### src/rtl/ptw_pkg.sv
package ptw_pkg;

  // entry bit positions; neighbouring software builds entries with these
  localparam int PTE_VLD  = 0;
  localparam int PTE_FOR  = 1;
  localparam int PTE_FOW  = 2;
  localparam int PTE_FOE  = 3;
  localparam int PTE_KRD  = 8;
  localparam int PTE_KWR  = 12;
  localparam int PTE_FRM  = 32;

  // access / permission vector positions
  localparam int ACC_RD = 0;
  localparam int ACC_WR = 1;
  localparam int ACC_EX = 2;

  // kernel direct-map window: physical low part and relocated bit
  localparam int SP_LOW_BITS = 40;
  localparam int SP_HI_DST   = 43;

  typedef enum logic [2:0] {
    FLT_NONE    = 3'd0,
    FLT_ACCESS  = 3'd1,
    FLT_INVALID = 3'd2,
    FLT_ON_RD   = 3'd3,
    FLT_ON_WR   = 3'd4,
    FLT_ON_EX   = 3'd5
  } flt_e;

  typedef enum logic [1:0] {
    S_IDLE  = 2'd0,
    S_ISSUE = 2'd1,
    S_WAIT  = 2'd2,
    S_DONE  = 2'd3
  } walk_st_e;

  typedef struct packed {
    logic [63:0] paddr;
    logic [2:0]  perm;
    flt_e        fault;
  } xlate_res_t;

endpackage

### src/rtl/ptw_rst_sync.sv
module ptw_rst_sync (
  input  logic clk,
  input  logic rst_n,
  output logic rst_n_sync
);

  logic [1:0] sync_q;

  always_ff @(posedge clk or negedge rst_n) begin
    if (!rst_n) sync_q <= 2'b00;
    else        sync_q <= {sync_q[0], 1'b1};
  end

  assign rst_n_sync = sync_q[1];

endmodule

### src/rtl/ptw_shortcut.sv
module ptw_shortcut
  import ptw_pkg::*;
#(
  parameter int VA_BITS = 43
) (
  input  logic        phys_i,
  input  logic        user_i,
  input  logic [63:0] vaddr_i,
  output logic        done_o,
  output xlate_res_t  res_o
);

  localparam int HI_W = 64 - VA_BITS;

  logic canon;
  logic in_window;

  assign canon     = (vaddr_i[63:VA_BITS] == {HI_W{vaddr_i[63]}});
  assign in_window = vaddr_i[63] && (vaddr_i[VA_BITS-1:VA_BITS-2] == 2'b10);

  always_comb begin
    done_o = 1'b1;
    res_o  = '{paddr: '0, perm: 3'b000, fault: FLT_ACCESS};
    if (phys_i) begin
      res_o = '{paddr: vaddr_i, perm: 3'b111, fault: FLT_NONE};
    end else if (!canon) begin
      res_o.fault = FLT_ACCESS;
    end else if (in_window) begin
      if (!user_i) begin
        res_o.paddr                       = '0;
        res_o.paddr[SP_LOW_BITS-1:0]      = vaddr_i[SP_LOW_BITS-1:0];
        res_o.paddr[SP_HI_DST]            = vaddr_i[SP_LOW_BITS];
        res_o.perm                        = 3'b111;
        res_o.fault                       = FLT_NONE;
      end
    end else begin
      done_o = 1'b0;
    end
  end

endmodule

### src/rtl/ptw_idx_gen.sv
module ptw_idx_gen #(
  parameter int PG_BITS  = 13,
  parameter int IDX_BITS = 10,
  parameter int LEVELS   = 3,
  parameter int LVL_W    = 2
) (
  input  logic [IDX_BITS*LEVELS-1:0] walk_bits_i,
  input  logic [63:0]                base_i,
  input  logic [LVL_W-1:0]           lvl_i,
  output logic [63:0]                entry_addr_o
);

  logic [IDX_BITS-1:0] idx [LEVELS];
  logic [IDX_BITS-1:0] idx_sel;

  // level 0 takes the most significant slice
  for (genvar g = 0; g < LEVELS; g++) begin : g_idx
    assign idx[g] = walk_bits_i[IDX_BITS*(LEVELS-1-g) +: IDX_BITS];
  end

  always_comb begin
    idx_sel = '0;
    for (int k = 0; k < LEVELS; k++) begin
      if (lvl_i == LVL_W'(k)) idx_sel = idx[k];
    end
  end

  assign entry_addr_o = base_i + (64'(idx_sel) << 3);

endmodule

### src/rtl/ptw_pte_check.sv
module ptw_pte_check
  import ptw_pkg::*;
#(
  parameter int PG_BITS = 13
) (
  input  logic [63:0] pte_i,
  input  logic        last_i,
  input  logic        user_i,
  input  logic [2:0]  acc_i,
  output logic        stop_o,
  output logic [63:0] next_base_o,
  output xlate_res_t  res_o
);

  logic [63:0] frame;
  logic        rd_ok;
  logic        wr_ok;
  logic [2:0]  grant;
  logic [2:0]  kept;
  logic [2:0]  fo_mask;
  logic        unused_pte;

  assign frame       = 64'(pte_i[63:PTE_FRM]) << PG_BITS;
  assign next_base_o = frame;
  assign rd_ok       = user_i ? pte_i[PTE_KRD+1] : pte_i[PTE_KRD];
  assign wr_ok       = user_i ? pte_i[PTE_KWR+1] : pte_i[PTE_KWR];
  assign fo_mask     = {pte_i[PTE_FOE], pte_i[PTE_FOW], pte_i[PTE_FOR]};
  assign unused_pte  = ^{pte_i[31:14], pte_i[11:10], pte_i[7:4]};

  always_comb begin
    grant          = '0;
    grant[ACC_RD]  = rd_ok;
    grant[ACC_WR]  = wr_ok;
    grant[ACC_EX]  = rd_ok;
    kept           = grant & ~fo_mask;
  end

  always_comb begin
    stop_o = 1'b1;
    res_o  = '{paddr: '0, perm: 3'b000, fault: FLT_NONE};
    if (!last_i) begin
      if (!pte_i[PTE_VLD])      res_o.fault = FLT_INVALID;
      else if (!pte_i[PTE_KRD]) res_o.fault = FLT_ACCESS;
      else                      stop_o      = 1'b0;
    end else begin
      res_o.paddr = frame;
      if (!pte_i[PTE_VLD]) begin
        res_o.fault = FLT_INVALID;
      end else if ((acc_i != 3'b000) && ((grant & acc_i) == 3'b000)) begin
        res_o.perm  = grant;
        res_o.fault = FLT_ACCESS;
      end else begin
        res_o.perm = kept;
        if ((kept & acc_i) == 3'b000) begin
          if (acc_i[ACC_EX])      res_o.fault = FLT_ON_EX;
          else if (acc_i[ACC_WR]) res_o.fault = FLT_ON_WR;
          else if (acc_i[ACC_RD]) res_o.fault = FLT_ON_RD;
        end
      end
    end
  end

endmodule

### src/rtl/ptw_xlate.sv
module ptw_xlate
  import ptw_pkg::*;
#(
  parameter int VA_BITS  = 43,
  parameter int PG_BITS  = 13,
  parameter int IDX_BITS = 10,
  parameter int LEVELS   = 3
) (
  input  logic        clk,
  input  logic        rst_n,
  input  logic        req_valid,
  output logic        req_ready,
  input  logic [63:0] req_vaddr,
  input  logic [2:0]  req_access,
  input  logic        req_user,
  input  logic        req_phys,
  input  logic [63:0] pt_base,
  output logic        mem_req_valid,
  output logic [63:0] mem_req_addr,
  input  logic        mem_rsp_valid,
  input  logic [63:0] mem_rsp_data,
  output logic        rsp_valid,
  output logic [63:0] rsp_paddr,
  output logic [2:0]  rsp_perm,
  output logic [2:0]  rsp_fault
);

  localparam int LVL_W  = (LEVELS > 1) ? $clog2(LEVELS) : 1;
  localparam int WALK_W = IDX_BITS * LEVELS;
  localparam int WALK_L = PG_BITS;
  localparam int HI_W   = 64 - VA_BITS;

  logic                rst_n_s;
  walk_st_e            st_q, st_d;
  logic [LVL_W-1:0]    lvl_q, lvl_d;
  logic [WALK_W-1:0]   walk_q;
  logic [2:0]          acc_q;
  logic                user_q;
  logic [63:0]         base_q;
  xlate_res_t          res_q, res_d;

  logic                accept;
  logic                sc_done;
  xlate_res_t          sc_res;
  logic                chk_stop;
  logic [63:0]         chk_next;
  xlate_res_t          chk_res;
  logic                last_lvl;
  logic                rsp_in;
  logic                ld_req;
  logic                ld_base;
  logic                ld_res;

  ptw_rst_sync u_rst (
    .clk        (clk),
    .rst_n      (rst_n),
    .rst_n_sync (rst_n_s)
  );

  ptw_shortcut #(.VA_BITS(VA_BITS)) u_short (
    .phys_i  (req_phys),
    .user_i  (req_user),
    .vaddr_i (req_vaddr),
    .done_o  (sc_done),
    .res_o   (sc_res)
  );

  ptw_idx_gen #(
    .PG_BITS  (PG_BITS),
    .IDX_BITS (IDX_BITS),
    .LEVELS   (LEVELS),
    .LVL_W    (LVL_W)
  ) u_idx (
    .walk_bits_i  (walk_q),
    .base_i       (base_q),
    .lvl_i        (lvl_q),
    .entry_addr_o (mem_req_addr)
  );

  assign last_lvl = (lvl_q == LVL_W'(LEVELS-1));

  ptw_pte_check #(.PG_BITS(PG_BITS)) u_chk (
    .pte_i       (mem_rsp_data),
    .last_i      (last_lvl),
    .user_i      (user_q),
    .acc_i       (acc_q),
    .stop_o      (chk_stop),
    .next_base_o (chk_next),
    .res_o       (chk_res)
  );

  assign accept = req_valid && (st_q == S_IDLE);
  assign rsp_in = (st_q == S_WAIT) && mem_rsp_valid;

  // next-state logic
  always_comb begin
    st_d    = st_q;
    lvl_d   = lvl_q;
    ld_req  = 1'b0;
    ld_base = 1'b0;
    ld_res  = 1'b0;
    res_d   = chk_res;
    unique case (st_q)
      S_IDLE: begin
        if (req_valid) begin
          ld_req = 1'b1;
          lvl_d  = '0;
          if (sc_done) begin
            st_d   = S_DONE;
            ld_res = 1'b1;
            res_d  = sc_res;
          end else begin
            st_d = S_ISSUE;
          end
        end
      end
      S_ISSUE: st_d = S_WAIT;
      S_WAIT: begin
        if (mem_rsp_valid) begin
          if (chk_stop) begin
            st_d   = S_DONE;
            ld_res = 1'b1;
          end else begin
            st_d    = S_ISSUE;
            lvl_d   = lvl_q + 1'b1;
            ld_base = 1'b1;
          end
        end
      end
      S_DONE: st_d = S_IDLE;
      default: st_d = S_IDLE;
    endcase
  end

  // control registers
  always_ff @(posedge clk or negedge rst_n_s) begin
    if (!rst_n_s) begin
      st_q  <= S_IDLE;
      lvl_q <= '0;
    end else begin
      st_q  <= st_d;
      lvl_q <= lvl_d;
    end
  end

  // datapath registers with explicit enables
  always_ff @(posedge clk) begin
    if (ld_req) begin
      walk_q <= req_vaddr[WALK_L +: WALK_W];
      acc_q  <= req_access;
      user_q <= req_user;
    end
    if (ld_req)       base_q <= pt_base;
    else if (ld_base) base_q <= chk_next;
    if (ld_res)       res_q  <= res_d;
  end

  assign req_ready     = (st_q == S_IDLE);
  assign mem_req_valid = (st_q == S_ISSUE);
  assign rsp_valid     = (st_q == S_DONE);
  assign rsp_paddr     = res_q.paddr;
  assign rsp_perm      = res_q.perm;
  assign rsp_fault     = res_q.fault;

  AST_PHYS_BYPASS: assert property (@(posedge clk) disable iff (!rst_n_s)
    (accept && req_phys) |=> (rsp_valid && rsp_paddr == $past(req_vaddr)
                              && rsp_perm == 3'b111 && rsp_fault == FLT_NONE));

  AST_NONCANON_REFUSED: assert property (@(posedge clk) disable iff (!rst_n_s)
    (accept && !req_phys && (req_vaddr[63:VA_BITS] != {HI_W{req_vaddr[63]}}))
      |=> (rsp_valid && rsp_fault == FLT_ACCESS && rsp_paddr == 64'd0));

  AST_MEMREQ_PULSE: assert property (@(posedge clk) disable iff (!rst_n_s)
    mem_req_valid |=> !mem_req_valid);

  AST_RSP_PULSE: assert property (@(posedge clk) disable iff (!rst_n_s)
    rsp_valid |=> !rsp_valid);

  AST_BUSY_NOT_READY: assert property (@(posedge clk) disable iff (!rst_n_s)
    (mem_req_valid || rsp_in) |-> !req_ready);

  AST_GRANT_COVERS: assert property (@(posedge clk) disable iff (!rst_n_s)
    (rsp_valid && rsp_fault == FLT_NONE && acc_q != 3'b000)
      |-> ((rsp_perm & acc_q) != 3'b000));

  AST_FAULTON_LOST: assert property (@(posedge clk) disable iff (!rst_n_s)
    (rsp_valid && (rsp_fault == FLT_ON_RD || rsp_fault == FLT_ON_WR || rsp_fault == FLT_ON_EX))
      |-> ((rsp_perm & acc_q) == 3'b000));

endmodule

### config.mk
export PLATFORM = sky130hd
export DESIGN_NAME = ptw_xlate
export DESIGN_NICKNAME = d
export VERILOG_FILES = /design/src/rtl/ptw_pkg.sv /design/src/rtl/ptw_rst_sync.sv /design/src/rtl/ptw_shortcut.sv /design/src/rtl/ptw_idx_gen.sv /design/src/rtl/ptw_pte_check.sv /design/src/rtl/ptw_xlate.sv
export SDC_FILE = /design/constraint.sdc
export NUM_CORES = 1
export LEC_CHECK = 0
export ABC_AREA = 1
export BUFFER_PORTS_ARGS = -buffer_cell sky130_fd_sc_hd__buf_2
export CAP_MARGIN = 20
export CORE_UTILIZATION = 50
export CTS_CLUSTER_SIZE = 30
export DETAILED_ROUTE_END_ITERATION = 8
export GPL_TIMING_DRIVEN = 0
export PLACE_DENSITY = 0.79
export SYNTH_ARGS = -nofsm -noshare
export SYNTH_HDL_FRONTEND = slang
export SYNTH_SLANG_ARGS = --single-unit
export TNS_END_PERCENT = 30
### constraint.sdc
create_clock -name clk -period 6.9 [get_ports clk]
set_input_delay 0.345 -clock clk [delete_from_list [all_inputs] [get_ports clk]]
set_output_delay 0.345 -clock clk [all_outputs]
set_load 0.05 [all_outputs]
==> metrics <==
area of the multi-input gates 4010 µm²; Vias around 10k; fin nets around 1.8k; vias in the first global route 9388; CTS tree yes; pwr dens 461 nW/µm²; Die X around 140 µm; Iter 0 DRT Violations around 880; crit path max fanout 10; DP Wirelength roughly 28 mm; global-route wire length before repair roughly 50 mm; Clock Sinks about 170; largest net degree at the start of global routing between 40 and 50; CTS Buffer Depth 2; Worst Setup Path Type register to output port; r2r setup slk roughly 4.3 ns; critical path launch point type register; fmax ~210 MHz; Slew HR a little under a third; status finished, final reports clean; count of final hold-check violations 0; std cell rows 51; Hold Path Class register to asynchronous set/reset pin; MaxCap Viol Count 0; Yosys cell types 35; full die area about 21000 µm²; worst slew pin tran a little over 1 ns; post-layout power approximately 5.8 mW; Slew Viols, Final 0; setup TNS 0 ns; Data arrival, critical path 4.32 ns; total gr overflow 0; total global-route track usage between 30% and 40%; Worst-Skew Late Latency ~0.43 ns; post-synthesis cell area roughly 10000 µm²; post-synthesis cell count 1272; CTS Hold Bufs 1; placer congestion estimate between 1 and 1.5; IO Pins roughly 340; # setup viols final 0; placed instance count 1853; Initial Utilization about half; Final Worst Setup Slack about 2.2 ns; H-tree Lvls 4; fin cells approximately 1.9k; register area share after synthesis between 50 and 60%; Total Wirelength about 34 mm; antenna-violating nets left 0; CTS root buffer clkbuf_16; storage element area between 5000 and 6000 µm²; Critical Path Sink Type output port; CTS resizes 0; routed vias/inst 5.27; Num CTS Buffers 17; Filler cells around 1.8k; synthesized net count roughly 1.5k; I/O Buffers between 300 and 400; Clk pin slew, worst setup/hold paths around 0.08 ns; most common cell after layout, fill and taps aside nand2_1; Synth warnings 0; worst slack, placed about 2.8 ns; most frequent cells in the layout nand2_1 (448), buf_2 (322), inv_1 (189), edfxtp_1 (168), nor2_1 (163); post-CTS setup repair buffer count 0; Layout area overhead 25.7%; fin crit period between 4 and 5 ns; WP data required 6.55 ns; Lkg Pwr between 6 and 7 nW; final critical-path share of the clock period ~68%; RSZ-0062 raised after global routing false; Synth Area per Inst between 7 and 8 µm²; Core ar. approximately 20000 µm²; fraction of layout cells with a size suffix above 1 about a quarter; maximum VDD drop ~240 µV; drt first pass iters 5; initial antenna violation count 3; WL/cell ~18 µm; Fin Clk Skew roughly 0.013 ns; Post-route DRC 0; Seq cells post-synth 174; die height between 100 and 150 µm
worst paths after layout:
path	startpoint	end	cells after the start
hold / removal	u_rst.sync_q[1]	lvl_q[0]	0
min in group clk	req_access[2]	acc_q[2]	1
setup reg to reg	lvl_q[0]	rsp_paddr[15]	9
hold reg to reg	u_rst.sync_q[1]	lvl_q[0]	0
max in group asynchronous	rst_n	u_rst.sync_q[0]	2
setup / recovery	lvl_q[0]	mem_req_addr[31]	17
critical path: stages, from the launching register on:
cell,delay (ns)
dfrtp_1,0.39
inv_1,0.14
ha_1,0.16
inv_1,0.04
nor2_1,0.54
a22oi_1,0.18
a21oi_1,0.32
ha_1,0.28
fa_1,0.27
nand3_1,0.09
nand2_1,0.19
nand2_1,0.09
nand3_1,0.20
nand2_1,0.10
nand2_2,0.22
nand2_1,0.10
xnor2_1,0.25
buf_2,0.32
kinds of logic after synthesis:
| logic type | synth area share, % |
|---|---|
| AO/OA/AOI/OAI | 2.77 |
| adder cells (fa/ha/maj) | 1.81 |
| AND/OR/NAND/NOR | 32.0 |
| XOR/XNOR | 2.87 |
| buffers and inverters | 8.92 |
| other | 0.0372 |
| flip-flops | 51.6 |
power by group:
group	internal (mW)	switching, mW
combinational	0.687	2.46
clock	0.481	0.475
sequential	1.55	0.178
total	2.72	3.11
cells in the mapped netlist:
library cell / n / area, µm²
a22oi_1: 10 / 75.1
buf_4: 6 / 45.0
clkinv_1: 1 / 3.75
nor3_2: 2 / 20.0
buf_6: 3 / 33.8
nor3b_1: 2 / 15.0
nor4_1: 1 / 6.26
or2_2: 1 / 6.26
clkbuf_1: 12 / 45.0
o21ai_2: 1 / 8.76
nor2_2: 2 / 12.5
o21ai_1: 2 / 10.0
nand2_2: 4 / 25.0
o21ai_0: 17 / 85.1
fa_1: 1 / 20.0
xor2_1: 25 / 219
buf_2: 10 / 50.1
nand3b_1: 14 / 105
and3_1: 1 / 6.26
ha_1: 13 / 163
a21oi_1: 20 / 100
xnor2_1: 8 / 70.1
inv_1: 189 / 709
nand4_1: 27 / 169
nor2_1: 163 / 612
edfxtp_1: 168 / 5040
nand3_2: 1 / 10.0
nor3b_2: 1 / 12.5
conb_1: 1 / 3.75
nand3_1: 92 / 460
nand2_1: 448 / 1680
or2_1: 1 / 6.26
buf_1: 3 / 11.3
nor3_1: 16 / 80.1
dfrtp_1: 6 / 150
layer usage:
layer	part of all wire, %	track usage (%)	wire [µm]
met1	39	42.7	13500
met2	46	54.9	15800
met3	11	9.40	3770
met4	3.6	13.1	1230
met5	0.067	0	23
per-stage QoR:
step	hold slack, ns	utilization (%)	area [µm²]
2_1_floorplan	0.0403	-	10100
3_3_place_gp	0.0657	61.1	12000
3_5_place_dp	0.0736	61.6	12100
4_1_cts	0.0723	64.6	12700
5_1_grt	0.0722	64.6	12700
6_report	0.0785	64.6	12700
area by class of cell:
cell class / instances / share of cell area, %
Buffer: 34 / 1.46
Inverter: 190 / 5.63
Tap cell: 265 / 2.62
Clock inverter: 15 / 1.19
Sequential cell: 174 / 41.0
Timing Repair Buffer: 317 / 13.0
Antenna cell: 2 / 0.0395
Multi-Input combinational cell: 874 / 31.6
Clock buffer: 17 / 3.36
flip-flops by register name (all words and copies together), names as in the netlist:
name          flops
rsp_fault         3
rsp_paddr        64
lvl_q             2
u_rst.sync_q      2
acc_q             3
user_q            1
rsp_perm          3
walk_q           30
base_q           64
st_q              2
(Power assumes the default switching activity.)
